### config.mk
export PLATFORM = sky130hd
export DESIGN_NAME = secret_vault
export DESIGN_NICKNAME = d
export VERILOG_FILES = /design/src/rtl/vault_pkg.sv /design/src/rtl/vault_bitslice.sv /design/src/rtl/vault_flags.sv /design/src/rtl/secret_vault.sv
export SDC_FILE = /design/constraint.sdc
export NUM_CORES = 1
export LEC_CHECK = 0
export ABC_CLOCK_PERIOD_IN_PS = 1650
export BUFFER_PORTS_ARGS = -buffer_cell sky130_fd_sc_hd__buf_4
export CORE_MARGIN = 3
export CORE_UTILIZATION = 25
export CTS_CLUSTER_DIAMETER = 60
export CTS_CLUSTER_SIZE = 10
export DETAILED_ROUTE_END_ITERATION = 8
export GPL_TIMING_DRIVEN = 0
export SLEW_MARGIN = 0
export SYNTH_ARGS = -nofsm -noshare
export SYNTH_HDL_FRONTEND = slang
export SYNTH_SLANG_ARGS = --single-unit
### constraint.sdc
create_clock -name clk_i -period 1.65 [get_ports clk_i]
set_input_delay 0.0825 -clock clk_i [delete_from_list [all_inputs] [get_ports clk_i]]
set_output_delay 0.0825 -clock clk_i [all_outputs]
set_load 0.1 [all_outputs]
### src/rtl/vault_pkg.sv
package vault_pkg;

    typedef enum logic [1:0] {
        ST_IDLE    = 2'd0,
        ST_SERVE   = 2'd1,
        ST_BLOCKED = 2'd2
    } vault_state_e;

endpackage

### src/rtl/vault_bitslice.sv
// One read-data bit: a lookup of 2*NUM_WORDS entries.
// Lower half holds bit BIT of each word, upper half is zero.
module vault_bitslice #(
    parameter int                          NUM_WORDS = 8,
    parameter int                          WORD_W    = 32,
    parameter int                          BIT       = 0,
    parameter logic [NUM_WORDS*WORD_W-1:0] SECRET    = '0,
    localparam int                         IDX_W     = $clog2(NUM_WORDS),
    localparam int                         DEPTH     = 2 * NUM_WORDS
) (
    input  logic [IDX_W:0] sel_i,
    output logic           bit_o
);

    function automatic logic [DEPTH-1:0] build_table();
        logic [DEPTH-1:0] t;
        t = '0;
        for (int w = 0; w < NUM_WORDS; w++) begin
            t[w] = SECRET[w*WORD_W + BIT];
        end
        return t;
    endfunction

    localparam logic [DEPTH-1:0] CONTENT = build_table();

    assign bit_o = CONTENT[sel_i];

endmodule

### src/rtl/vault_flags.sv
// Sticky per-word read flags, cleared only by reset.
module vault_flags #(
    parameter  int NUM_WORDS = 8,
    localparam int IDX_W     = $clog2(NUM_WORDS)
) (
    input  logic                 clk_i,
    input  logic                 rst_ni,
    input  logic                 set_i,
    input  logic [IDX_W-1:0]     idx_i,
    output logic [NUM_WORDS-1:0] flags_o
);

    for (genvar w = 0; w < NUM_WORDS; w++) begin : g_flag
        always_ff @(posedge clk_i or negedge rst_ni) begin
            if (!rst_ni) begin
                flags_o[w] <= 1'b0;
            end else if (set_i && (idx_i == IDX_W'(w))) begin
                flags_o[w] <= 1'b1;
            end
        end
    end

endmodule

### src/rtl/secret_vault.sv
module secret_vault #(
    parameter int                          NUM_WORDS = 8,
    parameter int                          WORD_W    = 32,
    parameter int                          ADDR_W    = 8,
    parameter logic [ADDR_W-1:0]           BASE_ADDR = 8'h10,
    parameter logic [NUM_WORDS*WORD_W-1:0] SECRET    = {NUM_WORDS{32'h6C3A_91E5}}
) (
    input  logic              clk_i,
    input  logic              rst_ni,
    input  logic              app_mode_i,
    input  logic              cs_i,
    input  logic              we_i,
    input  logic [ADDR_W-1:0] addr_i,
    output logic [WORD_W-1:0] rdata_o
);
    import vault_pkg::*;

    localparam int IDX_W = $clog2(NUM_WORDS);

    // Address decode
    logic [ADDR_W-1:0] offset;
    logic              in_range;
    logic [IDX_W-1:0]  word_idx;
    logic              rd_go;

    assign offset   = addr_i - BASE_ADDR;
    assign in_range = (offset < ADDR_W'(NUM_WORDS));
    assign word_idx = offset[IDX_W-1:0];
    assign rd_go    = cs_i && !we_i && in_range && !app_mode_i;

    // Sticky read flags
    logic [NUM_WORDS-1:0] rd_flags;

    vault_flags #(.NUM_WORDS(NUM_WORDS)) flags_i (
        .clk_i   (clk_i),
        .rst_ni  (rst_ni),
        .set_i   (rd_go),
        .idx_i   (word_idx),
        .flags_o (rd_flags)
    );

    // Bit-sliced lookup; flag is the top select bit
    logic [IDX_W:0]    slice_sel;
    logic [WORD_W-1:0] lookup;

    assign slice_sel = {rd_flags[word_idx], word_idx};

    for (genvar b = 0; b < WORD_W; b++) begin : g_slice
        vault_bitslice #(
            .NUM_WORDS (NUM_WORDS),
            .WORD_W    (WORD_W),
            .BIT       (b),
            .SECRET    (SECRET)
        ) slice_i (
            .sel_i (slice_sel),
            .bit_o (lookup[b])
        );
    end

    // Control state machine
    vault_state_e state_q, state_d;

    always_comb begin
        state_d = state_q;
        unique case (state_q)
            ST_IDLE, ST_SERVE, ST_BLOCKED: begin
                if (app_mode_i)  state_d = ST_BLOCKED;
                else if (rd_go)  state_d = ST_SERVE;
                else             state_d = ST_IDLE;
            end
            default: state_d = ST_IDLE;
        endcase
    end

    always_ff @(posedge clk_i or negedge rst_ni) begin
        if (!rst_ni) state_q <= ST_IDLE;
        else         state_q <= state_d;
    end

    // Output process
    logic [WORD_W-1:0] word_q;

    always_ff @(posedge clk_i or negedge rst_ni) begin
        if (!rst_ni)    word_q <= '0;
        else if (rd_go) word_q <= lookup;
        else            word_q <= '0;
    end

    assign rdata_o = (state_q == ST_SERVE) ? word_q : '0;

endmodule

Word-level counts from Yosys, hierarchy flattened
Memory sizes are Yosys's and may differ from the RTL's. Index checks and enable logic that the tools add are counted.

Muxes and demuxes: 9. Equality and inequality tests: 9. Reductions and logical operators: 16. Add/subtract/negate cells: 1. $lt $le $gt $ge: 3.

Operators by type and width (count): 2-to-1 mux 32 bit (2); equality test 3 bit, second input constant (4); logical AND 1 bit (11); less-than comparator 8 x 4 -> 1 bit, second input constant (1); subtractor 8 x 5 -> 8 bit, second input constant (1); equality test 3 x 2 -> 1 bit, second input constant (2); less-than comparator 4 x 5 -> 1 bit, second input constant (1); less-than comparator 3 x 4 -> 1 bit, second input constant (1); 2-to-1 mux 1 bit (4); 2-to-1 mux 2 bit (2); binary-select mux 1 bit (select 3 bit) (1); equality test 3 x 1 -> 1 bit, second input constant (1); logical NOT 3 bit (1); OR reduction 3 bit (1); equality test 2 x 1 -> 1 bit, second input constant (1); equality test 2 bit, second input constant (1); logical NOT 1 bit (2); logical NOT 2 bit (1).

Register bits after elaboration: 42. Memories: 2. Output and inout port bits: 32. Input port bits: 13. Logic and storage cells: 50. Bits in read-only memories: 32.

Memories: (name not given) (words 16, width 1, rd ports 1, clocked after Yosys merged registers in 0, wr ports 0, RTL line vault_bitslice.sv:26) `assign bit_o = CONTENT[sel_i];`; (name not given) (words 16, width 1, rd ports 1, clocked after Yosys merged registers in 0, wr ports 0, RTL line vault_bitslice.sv:26).

Depth between registers and ports, before layout
Gate-level depths: netlist (run 1).

Depth after elaboration: 7. Depth in mapped cells: 4. Gate-level depth less buffers: 3.

Modules after synthesis
Synthesis (run 1) repeated with hierarchy kept, for this count alone.

Cells, all modules: 218. Area total of the unflattened synthesis: 2230.9 um^2.

Modules (own cells, without submodules): secret_vault (sequential area each 850.8 um^2, times used 1, area an instance 1687.9 um^2, cells an instance 150); vault_flags (sequential area each 200.2 um^2, times used 1, area an instance 302.8 um^2, cells an instance 20); vault_bitslice at g_slice[10].slice_i ... (sequential area each 0.0 um^2, times used 16, area an instance 11.3 um^2, cells an instance 2); vault_bitslice at g_slice[0].slice_i ... (sequential area each 0.0 um^2, times used 16, area an instance 3.8 um^2, cells an instance 1).

Least setup slack after synthesis (run 1)
OpenSTA, ideal clock, no wires.

Kind: register to output. Start point: register state_q[1]. End point: output port rdata_o[12]. Path slack: -342 ps. Required time: 1567 ps. Arrival time: 1910 ps. Stages on the path, launching flop included: 3. Path buffers: 1. Cells stage by stage: dfrtp_1 and3b_1 buf_4.

Cells in the longest elaborated chain, start to end: 2.

RTL lines: start: declaration (RTL line secret_vault.sv:61) `vault_state_e state_q, state_d;`; start signal: assignment (RTL line secret_vault.sv:77) `else state_q <= state_d;`; equality test 2 x 1 -> 1 bit (RTL line secret_vault.sv:89) `assign rdata_o = (state_q == ST_SERVE) ? word_q : '0;`; 2-to-1 mux 32 bit (RTL line secret_vault.sv:89); end: declaration (RTL line secret_vault.sv:14) `output logic [WORD_W-1:0] rdata_o`.

No other way between the ends.

Worst setup path in the final report (run 1)
Start point: register state_q[1]. End point: output port rdata_o[7].

Same word-level chain as after synthesis.

==> out/metrics.yaml, run 1 <==
run_status: "finished clean"
nFillCells: 280
grt_max_degree: 17
p_sw_uw: 282
globalplace.congestion: 0.750
ant_nets: 0
power.density_nw_per_um2: 640
cp_max_fo: 16
hp-class: "in -> reg"
fin_tns_setup_ps: 0
diodes: 0
std_cell_rows: 19
yosys_warnings: 0
pwr-share-comb_pct: 35.7
swShare_pct: 39.4
ys_seq_elements: 11
root_buffer: "clkbuf_4"
finalSetupViolCount: 0
first_global_vias: 454
drc: 0
finalPower_uw: 715
power_leakage_nw: 0.654
final.period_utilization_pct: 94.9
cts_tree: "done"
ctsHtreeMaxLevel: 1
drv_slew: 0
io_buffers: 27
vias: 563
core_um2: 2850
clkPwrFrac_pct: 25.5
clk_path_buf_depth: 2
die_h_um: 61.8
syn_area_per_cell_um2: 10.8
pwr-share-seq_pct: 38.8
grt_pass1_wl_um: 1840
endpoint_kind: "primary output"
area_growth_pct: 43.4
required_ps: 1570
worstSetupPathType: "reg -> out"
critPathArrivalTime_ps: 1480
slowest_stage: "and3b_4"
hpwl_um: 1160
grt_use_total_pct: 6.52
ys_seq_area_share_pct: 35.4
fin_util_pct: 39.1
grt_antenna_before_repair: 0
yosysUniqueCellTypes: 21
path_cells: "and3b_4, buf_4, buf_4"
cts_made_buffers: 3
synthesis.area_um2: 778
fin_nets: 133
fp.dieW_um: 61.8
synth_cells: 72
hold_viol: 0
drt_first_iter_violations: 20
grt-busiest-layer: "met2"
initial_core_util_pct: 27.3
drv_cap: 0
drive_gt1_share_pct: 57.1
clk_pin_slew_worst_paths_ps: 70
grt_use_met1_pct: 7.55
grt_overflow_total: 0
min_period_ps: 1570
power.internal_uw: 433
max_stage_delay_ps: 410
cts_num_sinks: 11
finClkSkew_ps: 2.09
fmax_mhz: 638
use_met3_pct: 1.65
use_met2_pct: 10.9
clk_latency_ps: 270
rsz0062_at_grt: "false"
io_pins: 45
vias_per_cell: 3.75
ir_drop_mv: 0.316
wl_per_cell_um: 9.35
wirelength_um: 1400
die_area_um2: 3820
dr.pass1.iters: 4
cp_common_cell: "buf_4"
cp-start-kind: "flip-flop"
-- kinds of logic (layout without fill, tap and decap cells) --
group / Yosys count / count (layout) / synth area share [%]
other cells: 1 / 16 / 0.482
mux: 5 / 5 / 8.04
buf+inv: 34 / 66 / 32.3
compound gates: 10 / 10 / 9.97
flops: 11 / 11 / 35.4
simple gates: 11 / 11 / 13.8
-- state kept, by name (all words and copies together) (netlist names) --
register / count
flags_i.flags_o: 8
word_q: 1
state_q: 2
-- cells in the mapped netlist, drive strengths merged --
| master | instances | share of area, % |
|---|---|---|
| a21oi | 1 | 0.64 |
| inv | 2 | 0.96 |
| nor4b | 2 | 6.1 |
| buf | 32 | 31 |
| o31ai | 2 | 1.9 |
| nand2 | 2 | 0.96 |
| nand3 | 1 | 0.64 |
| a41o | 1 | 1.4 |
| mux4 | 1 | 2.9 |
| conb | 1 | 0.48 |
| and3b | 2 | 2.3 |
| nor2b | 1 | 1.8 |
| a31o | 1 | 1.1 |
| dfrtp | 11 | 35 |
| o21bai | 3 | 2.9 |
| nor2 | 1 | 0.48 |
| mux2i | 4 | 5.1 |
| nand2b | 2 | 1.6 |
| a21boi | 1 | 0.96 |
| a21o | 1 | 0.96 |
-- through the flow --
stage / cells / worst slack (ps) / hold WS (ps) / cell area (um2)
floorplan: 87 / 113 / -213 / 836
global placement: 145 / 376 / -78.4 / 1080
detailed placement: 145 / 341 / -76.4 / 1080
CTS: 150 / 43.4 / 58.5 / 1110
global route: 150 / 18.5 / 62.8 / 1120
finish: 150 / 83.5 / 64.1 / 1120
-- what timing repair did --
action	4_1_cts	5_1_grt
hold buffers	1	0
setup buffers	0	0
gates resized for setup	0	1
endpoints found under the setup margin	0	11
hold endpoints to repair	11	0
-- routing by layer --
| layer | part of all wire (%) | routed length, um |
|---|---|---|
| met4 | 1.1 | 15 |
| met5 | 0 | 0 |
| met2 | 44 | 611 |
| met1 | 41 | 575 |
| met3 | 14 | 199 |
-- cells in the final DEF, fill, tap and decap left out, drive strengths merged, types with 2 or more instances in the layout --
cell and n:
and3b 2, buf 59, clkbuf 4, conb 16, dfrtp 11, inv 2
mux2i 4, nand2 2, nand2b 2, nor4b 2, o21bai 3, o31ai 2
-- critical path: cells and delay by family, from the launching register on --
kind | cells | cell delay (ps)
buf+inv | 2 | 420
simple gates | 1 | 410
flops | 1 | 390
-- area by class of cell --
class / count / area [um2] / area share, %
multi-input combinational: 42 / 312 / 27.9
sequential: 11 / 275 / 24.7
buffer: 32 / 244 / 21.9
timing repair buffer: 28 / 213 / 19.1
tap: 31 / 38.8 / 3.48
clock buffer: 4 / 26.3 / 2.35
inverter: 2 / 7.51 / 0.673
-- path summary, 6_finish.rpt --
| check | slack (ps) | depth (start not counted) | startpoint | end |
|---|---|---|---|---|
| setup / recovery | 80 | 3 | state_q[1] | rdata_o[7] |
| hold / removal | 60 | 2 | addr_i[1] | flags_i.flags_o[1] |
| setup reg to reg | 530 | 3 | flags_i.flags_o[0] | word_q[29] |
| hold reg to reg | 470 | 1 | flags_i.flags_o[2] | flags_i.flags_o[2] |
| max in group asynchronous | 1330 | 2 | rst_ni | state_q[0] |
| min in group asynchronous | 170 | 2 | rst_ni | flags_i.flags_o[5] |
-- power by group through the flow --
stage                     logic [mW]  clock network, mW  registers (mW)
final                          0.255              0.182           0.278
after global routing           0.265              0.208           0.278
after CTS                      0.254              0.190           0.277
after detailed placement       0.252                  0           0.283
after floorplan                0.215                  0           0.282
after global placement         0.250                  0           0.283
Note: power is estimated with default switching activity, not from simulation.
==> run 2: changes to the inputs <==
ABC_AREA = 1   (was default)
==> run 2 against run 1 <==
  * Wire length is 5.1% higher
  * Flip-flop and latch count stayed put
  * Via count is 20% higher
  * Highest routed layer is now met3
  * Global-route usage is 1.4 points higher
  * Critical endpoint is now rdata_o[21]
  * Register-to-register slack better by 280 ps
  * Hold slack better by 19 ps
  * Largest power group unchanged
  * Clock skew is 4.3 ps higher
  * First-iteration DRC count is 55% higher
==> out/metrics.yaml, run 2 <==
io_pins: 45
grt_overflow_total: 0
syn_area_per_cell_um2: 7.59
yosys.area.top_type: "dfrtp_1"
grt_pass1_wl_um: 2590
grt_antenna_before_repair: 0
post-place-cells: 190
fin_nets: 167
cts_made_buffers: 3
crit-reg2reg-launch: "flags_i.flags_o[2]"
worstSetupPathType: "reg -> out"
finalPower_uw: 706
hold_viol: 0
fin_util_pct: 40.0
final_common_cell: "buf_4"
drt_first_iter_violations: 31
initial_core_util_pct: 27.7
synthesis.area_um2: 805
synthArstFlopShare_pct: 100
finClkSkew_ps: 6.38
drv_slew: 0
grt_max_degree: 17
final_cells: 195
synth_ff_type: "dfrtp_1"
synthTopCellsByCount: "buf_4, nand2_1, dfrtp_1, inv_1, nand3_1"
required_ps: 1570
root_buffer: "clkbuf_4"
drive_gt1_share_pct: 46.4
ir_drop_mv: 0.494
die_h_um: 62.7
critPathArrivalTime_ps: 1430
seqCellArea_um2: 275
globalplace.congestion: 0.788
ys_seq_elements: 11
core_um2: 2900
die_area_um2: 3940
slowest_stage: "dfrtp_1"
cp_max_fo: 16
wirelength_um: 1470
ant_nets: 0
cts_tree: "done"
grt_use_total_pct: 7.88
layout_common_cells: "buf_4, nand2_1, conb_1"
vias_per_cell: 3.47
finalSetupViolCount: 0
largest_reg_flops: 8
final.period_utilization_pct: 91.6
crit_start: "state_q[0]"
fin_tns_setup_ps: 0
nFillCells: 298
ctsHtreeMaxLevel: 1
max_stage_delay_ps: 370
vias: 677
detailed_place.area_um2: 1120
hp-class: "in -> reg"
cts_num_sinks: 11
fp.dieW_um: 62.7
power.density_nw_per_um2: 609
cts_setup_buffers: 0
cp_num_buf_inv: 2
diodes: 0
endpoint_kind: "primary output"
drv_cap: 0
min_from: "app_mode_i"
drc: 0
power_leakage_nw: 0.687
dr.pass1.iters: 4
min_period_ps: 1510
ys_seq_area_share_pct: 34.2
path_cells: "nand2_1, nor2_4, buf_4, buf_4"
top_register: "flags_i.flags_o"
run_status: "finished clean"
yosysUniqueCellTypes: 16
synth_most_common_cell: "buf_4"
multi_input_area_um2: 300
clk_pin_slew_worst_paths_ps: 60
place_ws_ps: 399
finalHoldWorstSlack_ps: 83.2
io_buffers: 27
cp_common_cell: "buf_4"
clk_path_buf_depth: 2
reg.largest.list: "flags_i.flags_o: 8 flops, state_q: 2 flops, word_q: 1 flops"
rsz0062_at_grt: "false"
design_area_um2: 1160
fmax_mhz: 662
std_cell_rows: 19
synth_edf_count: 0
hpwl_um: 1260
ys_top_cells_by_area: "dfrtp_1, buf_4, nand2_1"
yosys_warnings: 0
layout_setup_ws_ps: 139
cp-start-kind: "flip-flop"
crit_family: "buffers and inverters"
synthDominantCellAreaShare_pct: 34.2
wl_per_cell_um: 7.55
first_global_vias: 614
clk_latency_ps: 270
area_growth_pct: 44.2
synth_cells: 106
==> run 2: repair_timing <==
item                                   in CTS  in global routing
gates resized for setup                     0                  0
endpoints found under the hold margin      11                  0
hold buffers                                1                  0
==> run 2: tightest hold or removal path, delay by kind of cell <==
kind                   cells  cell delay [ps]
AOI/OAI and AO/OA          1               40
buffers and inverters      2              180
==> run 2: logic make-up (layout without fill, tap and decap cells) <==
| kind of cell | Yosys count | in the layout | share of synthesized area (%) |
|---|---|---|---|
| AOI/OAI and AO/OA | 2 | 2 | 1.55 |
| buffers and inverters | 45 | 77 | 36.4 |
| DFF | 11 | 11 | 34.2 |
| other | 1 | 16 | 0.466 |
| and+or+nand+nor | 47 | 47 | 27.4 |
==> run 2: layout make-up <==
cell class / instances / share of cell area, %
tap: 42 / 4.53
multi-input combinational: 65 / 25.9
timing repair buffer: 28 / 18.3
buffer: 32 / 21.0
sequential: 11 / 23.7
inverter: 13 / 4.21
clock buffer: 4 / 2.27
==> run 2: worst paths after layout <==
check                                     end  slack [ps]  cells past startpoint
hold / removal                     state_q[1]          80                      3
max in group asynchronous  flags_i.flags_o[5]        1330                      2
min in group asynchronous  flags_i.flags_o[7]         170                      2
setup / recovery                  rdata_o[21]         140                      4
hold reg to reg            flags_i.flags_o[3]         470                      2
setup reg to reg                   word_q[29]         810                      7
==> run 2: power by group <==
part	total (mW)	switching [mW]	leakage (nW)	internal (mW)
clock	0.179	0.0855	0.0150	0.0935
combinational	0.255	0.197	0.562	0.0575
sequential	0.272	0.00162	0.110	0.271
total	0.706	0.285	0.687	0.422
==> run 2: metal layers <==
layer	share of wire [%]	track usage, %	vias up
met5	0	0	-
met4	0	1.65	0
met3	11	3.78	0
met2	45	12.4	35
met1	44	9.78	275
li1	-	-	367
==> run 3: changes to the inputs <==
ABC_CLOCK_PERIOD_IN_PS = 1200   (was 1650)
clock period = 1.2 ns   (was 1.65 ns; I/O delays follow)
==> run 3 against run 2 <==
  * Clock power is 39% higher
  * Hold slack worse by 20 ps
  * Core utilization is 7.6 points higher
  * Power is 38% higher
  * Critical path depth is 1 higher
  * Die area stayed put
  * Flip-flop and latch count stayed put
  * First-iteration DRC count is 81% lower
  * The run now ends with negative setup slack left
==> out/metrics.yaml, run 3 (synthesis results as in run 2) <==
drive_gt1_share_pct: 47.7
clk_pin_slew_worst_paths_ps: 70
die_h_um: 62.7
finalHoldWorstSlack_ps: 63.6
reg.largest.list: "flags_i.flags_o: 8 flops, state_q: 2 flops, word_q: 1 flops"
largest_reg_flops: 8
fin_util_pct: 47.6
io_pins: 45
area_growth_pct: 71.7
drc: 0
dr.pass1.iters: 4
grt_antenna_before_repair: 0
globalplace.congestion: 0.788
diodes: 0
std_cell_rows: 19
cp_common_cell: "buf_12"
ant_nets: 0
root_buffer: "clkbuf_4"
final_common_cell: "buf_4"
finalSetupViolCount: 16
failed_checks: "negative setup slack"
hold_viol: 0
clk_latency_ps: 260
hold_path_depth: 3
hp-class: "in -> reg"
hpwl_um: 1270
fmax_mhz: 764
max_stage_delay_ps: 370
fp.dieW_um: 62.7
wl_per_cell_um: 8.53
first_global_vias: 659
crit_family: "buffers and inverters"
finClkSkew_ps: 2.32
cp_num_buf_inv: 3
top_register: "flags_i.flags_o"
initial_core_util_pct: 27.7
grt_pass1_wl_um: 2750
layout_setup_ws_ps: -109
cts_num_sinks: 11
grt_max_degree: 17
ctsHtreeMaxLevel: 1
required_ps: 1140
slowest_stage: "dfrtp_1"
reg2reg_depth: 7
drt_first_iter_violations: 6
ir_drop_mv: 0.517
drv_slew: 0
layout_common_cells: "buf_4, nand2_1, conb_1, buf_12"
cp-start-kind: "flip-flop"
die_area_um2: 3940
nFillCells: 276
worstSetupPathType: "reg -> out"
cts_tree: "done"
clk_path_buf_depth: 2
endpoint_kind: "primary output"
min_period_ps: 1310
cp_max_fo: 16
io_buffers: 27
fin_nets: 169
power.density_nw_per_um2: 705
cts_made_buffers: 3
vias: 701
seqCellArea_um2: 275
wirelength_um: 1680
grt_overflow_total: 0
vias_per_cell: 3.56
run_status: "complete, but fails checks"
power_leakage_nw: 0.741
final.period_utilization_pct: 109
path_cells: "nand2_2, nor2_4, buf_12, buf_4, buf_12"
path_depth: 5
rsz0062_at_grt: "true"
grt_use_total_pct: 8.48
critPathArrivalTime_ps: 1250
multi_input_area_um2: 303
drv_cap: 0
core_um2: 2900
## run 3: changes by cell type in the layout (fill, tap and decap cells not counted)
cell	previous run	this run
nand2_2	1	2
nand2_1	23	22
buf_4	58	43
buf_12	0	16
buf_6	1	2
## run 3: worst paths after layout
| path | startpoint | slack (ps) | end |
|---|---|---|---|
| max | state_q[0] | -110 | rdata_o[29] |
| min | app_mode_i | 60 | state_q[1] |
| max reg2reg | flags_i.flags_o[3] | 370 | word_q[29] |
| min reg2reg | flags_i.flags_o[7] | 470 | flags_i.flags_o[7] |
| max in group asynchronous | rst_ni | 890 | flags_i.flags_o[5] |
| min in group asynchronous | rst_ni | 160 | flags_i.flags_o[7] |
## run 3: routing by layer
metal  vias up  wire [um]  GRT usage, %
li1        372          -             -
met1       293        668          8.57
met2        34        880          16.4
met3         2        124          3.24
met4         0          7          1.65
met5         -          0             0
## run 3: cell type report
| cell class | instances | area share (%) |
|---|---|---|
| multi-input combinational | 65 | 21.9 |
| clock buffer | 4 | 1.90 |
| timing repair buffer | 30 | 31.3 |
| tap | 42 | 3.80 |
| buffer | 32 | 17.7 |
| sequential | 11 | 19.9 |
| inverter | 13 | 3.53 |
## run 3: repair_timing
action	CTS	global route
pin swaps	1	0
hold endpoints to repair	11	0
hold buffers	1	0
setup endpoints to repair	16	16
gates resized for setup	47	0
setup buffers	2	0
cloned	0	0
## run 3: through the flow
step,power (mW),setup TNS [ps],setup slack [ps],instance area (um2),instances
2_1_floorplan,0.682,-5050,-336,868,121
3_3_place_gp,0.728,0,10.7,1120,190
3_5_place_dp,0.729,-480,-38.6,1120,190
4_1_cts,0.986,-1680,-113,1380,197
5_1_grt,1.02,-2910,-196,1380,197
6_report,0.974,-1620,-109,1380,197
## run 3: worst min-delay path, cell delays in order
cell and delay [ps]:
buf_4 110, inv_1 70, a21oi_1 50
## run 3: power by group
part / total, mW / leakage (nW) / switching (mW) / internal (mW)
logic: 0.351 / 0.617 / 0.272 / 0.0792
clock network: 0.248 / 0.0150 / 0.119 / 0.129
registers: 0.375 / 0.110 / 0.00235 / 0.372
